## config.mk

```make
export PLATFORM = sky130hd
export DESIGN_NAME = gfx_irq_ctrl
export DESIGN_NICKNAME = d
export VERILOG_FILES = /design/src/rtl/gfx_irq_pkg.sv /design/src/rtl/gfx_irq_src_cell.sv /design/src/rtl/gfx_irq_en_reg.sv /design/src/rtl/gfx_irq_bus_if.sv /design/src/rtl/gfx_irq_ctrl.sv
export SDC_FILE = /design/constraint.sdc
export NUM_CORES = 1
export LEC_CHECK = 0
export ABC_AREA = 1
export BUFFER_PORTS_ARGS = -buffer_cell sky130_fd_sc_hd__buf_2
export CAP_MARGIN = 10
export CORE_MARGIN = 10
export CORE_UTILIZATION = 28
export CTS_BUF_LIST = sky130_fd_sc_hd__clkbuf_8
export DETAILED_ROUTE_END_ITERATION = 10
export SYNTH_ARGS = -nofsm -noshare
export SYNTH_HDL_FRONTEND = slang
export SYNTH_HIERARCHICAL = 1
export SYNTH_SLANG_ARGS = --single-unit
```

## constraint.sdc

```tcl
create_clock -name clk_i -period 1.8 [get_ports clk_i]
set_clock_uncertainty 0.1 [all_clocks]
set_input_delay 0.36 -clock clk_i [delete_from_list [all_inputs] [get_ports clk_i]]
set_output_delay 0.36 -clock clk_i [all_outputs]
set_load 0.02 [all_outputs]
```

## src/rtl/gfx_irq_pkg.sv

```systemverilog
package gfx_irq_pkg;
  localparam int unsigned SRC_W     = 4;
  localparam int unsigned BIT_FRAME = 0;
  localparam int unsigned BIT_FLUSH = 1;
  localparam int unsigned BIT_OOM   = 3;
  localparam logic [SRC_W-1:0] SRC_MASK = 4'b1011;

  localparam int unsigned OFF_STAT = 'h0;
  localparam int unsigned OFF_ENA  = 'h4;
  localparam int unsigned OFF_DIS  = 'h8;

  typedef enum logic [1:0] {
    SEL_NONE,
    SEL_STAT,
    SEL_ENA,
    SEL_DIS
  } reg_sel_e;
endpackage

```

## src/rtl/gfx_irq_src_cell.sv

```systemverilog
module gfx_irq_src_cell #(
  parameter bit LEVEL = 1'b0
) (
  input  logic clk_i,
  input  logic rst_ni,
  input  logic evt_i,
  input  logic clr_i,
  output logic st_o
);
  logic st_q;

  // source activity overrides a clear in the same cycle
  always_ff @(posedge clk_i or negedge rst_ni) begin
    if (!rst_ni) st_q <= 1'b0;
    else         st_q <= (st_q & ~clr_i) | evt_i;
  end

  assign st_o = st_q;

  AST_EVT_SETS: assert property (@(posedge clk_i) disable iff (!rst_ni)
    evt_i |=> st_o);
  AST_PEND_HOLD: assert property (@(posedge clk_i) disable iff (!rst_ni)
    (st_o && !clr_i) |=> st_o);
  AST_CLR_WORKS: assert property (@(posedge clk_i) disable iff (!rst_ni)
    (st_o && clr_i && !evt_i) |=> !st_o);

  if (LEVEL) begin : g_lvl
    AST_LVL_STICKS: assert property (@(posedge clk_i) disable iff (!rst_ni)
      (evt_i && clr_i) |=> st_o);
  end
endmodule

```

## src/rtl/gfx_irq_en_reg.sv

```systemverilog
module gfx_irq_en_reg #(
  parameter int unsigned W = 4,
  parameter logic [W-1:0] MASK = '1
) (
  input  logic         clk_i,
  input  logic         rst_ni,
  input  logic [W-1:0] set_i,
  input  logic [W-1:0] clr_i,
  output logic [W-1:0] en_o
);
  logic [W-1:0] en_q;

  always_ff @(posedge clk_i or negedge rst_ni) begin
    if (!rst_ni) en_q <= '0;
    else         en_q <= ((en_q | set_i) & ~clr_i) & MASK;
  end

  assign en_o = en_q;

  AST_ENA_SETS: assert property (@(posedge clk_i) disable iff (!rst_ni)
    (|set_i && !(|clr_i)) |=> ((en_o & $past(set_i)) == $past(set_i)));
  AST_DIS_CLEARS: assert property (@(posedge clk_i) disable iff (!rst_ni)
    (|clr_i) |=> ((en_o & $past(clr_i)) == '0));
  AST_ENA_ZERO_IGNORED: assert property (@(posedge clk_i) disable iff (!rst_ni)
    1'b1 |=> ((en_o & ~$past(set_i | clr_i)) == ($past(en_o) & ~$past(set_i | clr_i))));
endmodule

```

## src/rtl/gfx_irq_bus_if.sv

```systemverilog
module gfx_irq_bus_if
  import gfx_irq_pkg::*;
#(
  parameter int unsigned DATA_W = 32,
  parameter int unsigned ADDR_W = 4
) (
  input  logic              clk_i,
  input  logic              rst_ni,
  input  logic              req_i,
  input  logic              we_i,
  input  logic [ADDR_W-1:0] addr_i,
  input  logic [DATA_W-1:0] wdata_i,
  input  logic [SRC_W-1:0]  stat_i,
  input  logic [SRC_W-1:0]  en_i,
  output logic [SRC_W-1:0]  stat_clr_o,
  output logic [SRC_W-1:0]  en_set_o,
  output logic [SRC_W-1:0]  en_clr_o,
  output logic              rvalid_o,
  output logic [DATA_W-1:0] rdata_o
);
  reg_sel_e           sel;
  logic [SRC_W-1:0]   wbits;
  logic [DATA_W-1:0]  rdata_d;
  logic [DATA_W-1:0]  rdata_q;
  logic               rvalid_q;
  logic               wr;
  logic               unused_wdata;

  assign unused_wdata = ^wdata_i[DATA_W-1:SRC_W];

  always_comb begin
    if      (addr_i == ADDR_W'(OFF_STAT)) sel = SEL_STAT;
    else if (addr_i == ADDR_W'(OFF_ENA))  sel = SEL_ENA;
    else if (addr_i == ADDR_W'(OFF_DIS))  sel = SEL_DIS;
    else                                  sel = SEL_NONE;
  end

  assign wr    = req_i & we_i;
  assign wbits = wdata_i[SRC_W-1:0] & SRC_MASK;

  assign stat_clr_o = (wr && sel == SEL_STAT) ? wbits : '0;
  assign en_set_o   = (wr && sel == SEL_ENA)  ? wbits : '0;
  assign en_clr_o   = (wr && sel == SEL_DIS)  ? wbits : '0;

  always_comb begin
    rdata_d = '0;
    unique case (sel)
      SEL_STAT:        rdata_d[SRC_W-1:0] = stat_i & SRC_MASK;
      SEL_ENA, SEL_DIS: rdata_d[SRC_W-1:0] = en_i & SRC_MASK;
      default:         rdata_d = '0;
    endcase
  end

  always_ff @(posedge clk_i or negedge rst_ni) begin
    if (!rst_ni) begin
      rvalid_q <= 1'b0;
      rdata_q  <= '0;
    end else begin
      rvalid_q <= req_i & ~we_i;
      rdata_q  <= (req_i & ~we_i) ? rdata_d : '0;
    end
  end

  assign rvalid_o = rvalid_q;
  assign rdata_o  = rdata_q;

  AST_RD_UNUSED_ZERO: assert property (@(posedge clk_i) disable iff (!rst_ni)
    rvalid_o |-> ((rdata_o & ~DATA_W'(SRC_MASK)) == '0));
  AST_RD_LATENCY: assert property (@(posedge clk_i) disable iff (!rst_ni)
    (req_i && !we_i) |=> rvalid_o);
  AST_WR_NO_RVALID: assert property (@(posedge clk_i) disable iff (!rst_ni)
    !(req_i && !we_i) |=> !rvalid_o);
endmodule

```

## src/rtl/gfx_irq_ctrl.sv

```systemverilog
module gfx_irq_ctrl
  import gfx_irq_pkg::*;
#(
  parameter int unsigned DATA_W = 32,
  parameter int unsigned ADDR_W = 4
) (
  input  logic              clk_i,
  input  logic              rst_ni,
  input  logic              req_i,
  input  logic              we_i,
  input  logic [ADDR_W-1:0] addr_i,
  input  logic [DATA_W-1:0] wdata_i,
  output logic              rvalid_o,
  output logic [DATA_W-1:0] rdata_o,
  input  logic              oom_i,
  input  logic              flush_done_i,
  input  logic              frame_done_i,
  output logic              irq_o
);
  logic [SRC_W-1:0] evt;
  logic [SRC_W-1:0] stat;
  logic [SRC_W-1:0] en;
  logic [SRC_W-1:0] stat_clr;
  logic [SRC_W-1:0] en_set;
  logic [SRC_W-1:0] en_clr;
  logic             irq_q;

  always_comb begin
    evt            = '0;
    evt[BIT_FRAME] = frame_done_i;
    evt[BIT_FLUSH] = flush_done_i;
    evt[BIT_OOM]   = oom_i;
  end

  gfx_irq_bus_if #(
    .DATA_W (DATA_W),
    .ADDR_W (ADDR_W)
  ) i_bus_if (
    .clk_i      (clk_i),
    .rst_ni     (rst_ni),
    .req_i      (req_i),
    .we_i       (we_i),
    .addr_i     (addr_i),
    .wdata_i    (wdata_i),
    .stat_i     (stat),
    .en_i       (en),
    .stat_clr_o (stat_clr),
    .en_set_o   (en_set),
    .en_clr_o   (en_clr),
    .rvalid_o   (rvalid_o),
    .rdata_o    (rdata_o)
  );

  for (genvar i = 0; i < SRC_W; i++) begin : g_src
    if (SRC_MASK[i]) begin : g_used
      gfx_irq_src_cell #(
        .LEVEL (i == BIT_OOM)
      ) i_cell (
        .clk_i  (clk_i),
        .rst_ni (rst_ni),
        .evt_i  (evt[i]),
        .clr_i  (stat_clr[i]),
        .st_o   (stat[i])
      );
    end else begin : g_empty
      logic unused_src;
      assign unused_src = evt[i] ^ stat_clr[i];
      assign stat[i]    = 1'b0;
    end
  end

  gfx_irq_en_reg #(
    .W    (SRC_W),
    .MASK (SRC_MASK)
  ) i_en_reg (
    .clk_i  (clk_i),
    .rst_ni (rst_ni),
    .set_i  (en_set),
    .clr_i  (en_clr),
    .en_o   (en)
  );

  always_ff @(posedge clk_i or negedge rst_ni) begin
    if (!rst_ni) irq_q <= 1'b0;
    else         irq_q <= |(stat & en);
  end

  assign irq_o = irq_q;

  AST_IRQ_RISE: assert property (@(posedge clk_i) disable iff (!rst_ni)
    (|(stat & en)) |=> irq_o);
  AST_IRQ_QUIET: assert property (@(posedge clk_i) disable iff (!rst_ni)
    !(|(stat & en)) |=> !irq_o);
  AST_LATCH_DISABLED: assert property (@(posedge clk_i) disable iff (!rst_ni)
    (flush_done_i && !en[BIT_FLUSH]) |=> stat[BIT_FLUSH]);
  AST_OOM_VISIBLE: assert property (@(posedge clk_i) disable iff (!rst_ni)
    oom_i |=> stat[BIT_OOM]);
endmodule

```

# Word-level counts from Yosys, hierarchy flattened
# Index checks and enable logic that the tools add are counted.
dict set report op_classes {
  eq_ne 5
  mux 8
  bitwise 16
  reduce_logical 6
}
# operator count
set op_table {}
lappend op_table {{$mux W4} 4}
lappend op_table {{$and A4 B4 Y4} 2}
lappend op_table {{$pmux W4 S2} 1}
lappend op_table {{$mux W2} 3}
lappend op_table {{$and A1 B1 Y1} 5}
lappend op_table {{$eq A2 B2 Y1 const B} 2}
lappend op_table {{$eq A4 B3 Y1 const B} 1}
lappend op_table {{$eq A4 B4 Y1 const B} 1}
lappend op_table {{$logic_not A4 Y1} 1}
lappend op_table {{$not A1 Y1} 4}
lappend op_table {{$not A4 Y4} 1}
lappend op_table {{$or A4 B4 Y4} 1}
lappend op_table {{$reduce_or A4 Y1} 1}
lappend op_table {{$logic_and A1 B1 Y1} 3}
lappend op_table {{$or A1 B1 Y1} 3}
lappend op_table {{$eq A2 B1 Y1 const B} 1}
lappend op_table {{$reduce_or A2 Y1} 1}
dict set report word_totals {
  regBits 40
  inputBits 43
  out_inout_bits 34
}

# Depth between registers and ports, before layout
dict set report depth {
  word_depth 10
  ltp_mapped 8
  mapped_depth_nobuf 8
}

# By module
# The synthesis kept the hierarchy.
# mod n_inst cells_per_inst area_each_um2 seq_area_each_um2
set modules_own_cells {}
lappend modules_own_cells {gfx_irq_bus_if 1 72 523.0 100.1}
lappend modules_own_cells {gfx_irq_src_cell 3 5 40.0 25.0}
lappend modules_own_cells {gfx_irq_en_reg 1 11 108.9 75.1}
lappend modules_own_cells {gfx_irq_ctrl 1 6 45.0 25.0}

# Least setup slack after synthesis
# OpenSTA, ideal clock, no wires.
dict set report synth_path {
  path_kind {in2reg}
  startpoint {in we_i}
  endpoint {reg g_src[0].g_used.i_cell.st_q}
  setup_ns 0.116
  arrival_ns 0.876
  required_time_ns 1.584
  slack_ns 0.708
  cell_stages 7
  path_buffers 0
  cell_sequence {nand2_1 -> nor3_4 -> nand2_2 -> nor2_1 -> inv_1 -> nand2_1 -> nand2_1}
}
dict set report synth_via {
  elab_chain_len 6
}
# element line_no
set synth_rtl {}
lappend synth_rtl {{start, declared} gfx_irq_ctrl.sv:10} ;# input logic we_i,
lappend synth_rtl {{$and A1 B1 Y1} gfx_irq_bus_if.sv:38} ;# assign wr = req_i & we_i;
lappend synth_rtl {{$logic_and A1 B1 Y1} gfx_irq_bus_if.sv:41} ;# assign stat_clr_o = (wr && sel == SEL_STAT) ? wbits : '0;
lappend synth_rtl {{$mux W4} gfx_irq_bus_if.sv:41}
lappend synth_rtl {{net stat_clr[0]} gfx_irq_ctrl.sv:23} ;# logic [SRC_W-1:0] stat_clr;
lappend synth_rtl {{$not A1 Y1} gfx_irq_src_cell.sv:15} ;# else st_q <= (st_q & ~clr_i) | evt_i;
lappend synth_rtl {{$and A1 B1 Y1} gfx_irq_src_cell.sv:15}
lappend synth_rtl {{$or A1 B1 Y1} gfx_irq_src_cell.sv:15}
lappend synth_rtl {{end signal, assigned} gfx_irq_src_cell.sv:15}
lappend synth_rtl {{end, declared} gfx_irq_src_cell.sv:10} ;# logic st_q;
# The timed path passes the listed nets, and every way through them passes these cells.

# Final worst setup path
dict set report layout_path {
  startpoint {reg i_bus_if.rdata_q[1], in the netlist i_bus_if/rdata_o[1]}
  endpoint {out rdata_o[1]}
}
# element line_no
set layout_lines {}
lappend layout_lines {{start, declared} gfx_irq_bus_if.sv:24} ;# logic [DATA_W-1:0] rdata_q;
lappend layout_lines {{start signal, assigned} gfx_irq_bus_if.sv:60} ;# rdata_q <= (req_i & ~we_i) ? rdata_d : '0;
lappend layout_lines {{end, declared} gfx_irq_ctrl.sv:14} ;# output logic [DATA_W-1:0] rdata_o,
# No word-level cell between the ends.

==> results.toml <==
[layout]
diodes = 0
num-fill-cells = 286
drive_gt1_share_pct = 23.3
area_growth_pct = 9.23
final_area_um2 = 830
layout.nets = 164

[clock_network]
clock_path_buffers = 2
cts_root_buf = "clkbuf_8"
postCtsResizedCells = 0
cts_buffers = 3
cts_tree = "yes"
clk_pin_slew_ns = 0.05
cts.sinks = 11
clk_latency_ns = 0.24
h-tree-depth = 1

[drt]
drt-vias-per-instance = 3.89
drtAntennaViolNets = 0
wl_um = 1680
drt_iter0_markers = 9
routedWlPerCell_um = 11.2
via_count = 584
drc = 0
drtPass1Iterations = 4

[die]
fp-row-count = 18
die_h_um = 72.1
start_util_pct = 30.1
coreArea_um2 = 2520
die_w_um = 72.1
die-area_um2 = 5200
ioPinCount = 77

[flow_run]
max_cap_violations = 0

[worst_setup_path]
critical_path.slowest_cell = "dfrtp_1"
critPathKind = "reg -> out"
critPathArrivalTime_ns = 0.76
crit_path_max_incr_delay_ns = 0.36
worst-path-buf-inv = 1
cp_data_required_time_ns = 1.34
path_max_fanout = 1
cp-end-kind = "primary output"
start_kind = "flip-flop"
path_cells = "buf_2"
critical_path.top_delay_family = "flip-flops"

[timing]
tns_ns = 0
rsz0062_at_grt = "false"
slew_viol_final = 0
max_freq_mhz = 822
finalCritPeriodShare_pct = 67.6
setup_violations = 0
hold_viol = 0
holdWs_ns = 0.194
min_period_ns = 1.22
setup_ws_ns = 0.584

[place]
hpwlAfterDp_um = 1450
detailed_place.area_um2 = 774
post-place-ws_ns = 0.478
io_buffers = 18
place_congestion = 0.808

[worst_hold_path]
hold_class = "in -> reg"

[global_routing]
grt_pass1_vias = 687
track_usage_pct = 6.54
grt-ovfl-total = 0
grt_pass1_wl_um = 2790
antenna_found_initial = 0
grt_max_degree = 12

[synth]
syn_area_um2 = 759
syn_inst = 98
ys_warn_count = 6
syn_avg_cell_area_um2 = 7.75

[power]
ir_worst_vdd_mv = 0.269
power.leakage_nw = 0.481
p_per_area_nw_per_um2 = 822

[outcome]
outcome = "complete, no violations"
[final cells by class]
class | count | area, um2 | area share [%]
clock inverter | 1 | 3.75 | 0.452
clock buffer | 3 | 41.3 | 4.98
timing repair buffer | 19 | 100 | 12.1
sequential | 11 | 275 | 33.2
tap | 30 | 37.5 | 4.52
inverter | 14 | 52.6 | 6.33
multi-input combinational | 72 | 319 | 38.5
[power by group]
group | internal (mW) | switching, mW
logic | 0.0334 | 0.113
clock network | 0.150 | 0.101
registers | 0.271 | 0.0137
[through the flow]
stage	power (mW)	std cells	utilization, %
after global placement	0.428	145	30.7
after global routing	0.718	150	32.9
final	0.682	150	32.9
after detailed placement	0.432	145	30.7
after CTS	0.685	150	32.9
after floorplan	0.436	126	-
[placed cells by master, fill, tap and decap left out]
cell	n
nor2_2	1
dlygate4sd3_1	1
buf_2	18
clkbuf_8	3
conb_1	29
nor2_1	16
inv_2	1
inv_1	14
nand3_2	2
nand4_1	3
a21oi_1	3
nand3_1	4
nand2_1	11
nor3_4	1
dfrtp_1	11
nand2_2	2
[state kept, by name (all words and copies together), names as in the netlist]
register                  cells
irq_o                         1
i_bus_if/rvalid_o             1
i_bus_if/rdata_o              3
i_en_reg/en_o                 3
g_src.g_used.i_cell/st_o      3
[what timing repair did]
item / in CTS / in global routing
endpoints found under the hold margin: 11 / 0
hold buffers: 1 / 0
setup buffers: 0 / 0
[routing by layer]
metal  routed length, um  GRT usage, %  vias up
met5                   0             0        -
met4                  24          4.52        0
met3                 204          3.54        2
met2                 698          9.72       40
met1                 756          6.94      261
li1                    -             -      281
[worst paths after layout]
kind	start	end	slack, ns	cells after the start
min in group asynchronous	rst_ni	i_bus_if/rdata_o[0]$_DFF_PN0_	0.41	2
worst max register to register	i_en_reg/en_o[0]$_DFF_PN0_	i_bus_if/rdata_o[0]$_DFF_PN0_	1.00	2
max in group asynchronous	rst_ni	irq_o$_DFF_PN0_	0.98	2
worst max-delay path	i_bus_if/rdata_o[1]$_DFF_PN0_	rdata_o[1]	0.58	1
worst min register to register	g_src[3].g_used.i_cell/st_o$_DFF_PN0_	g_src[3].g_used.i_cell/st_o$_DFF_PN0_	0.40	2
worst min-delay path	flush_done_i	g_src[1].g_used.i_cell/st_o$_DFF_PN0_	0.19	3
No activity file was read; power rests on OpenSTA's default activity.
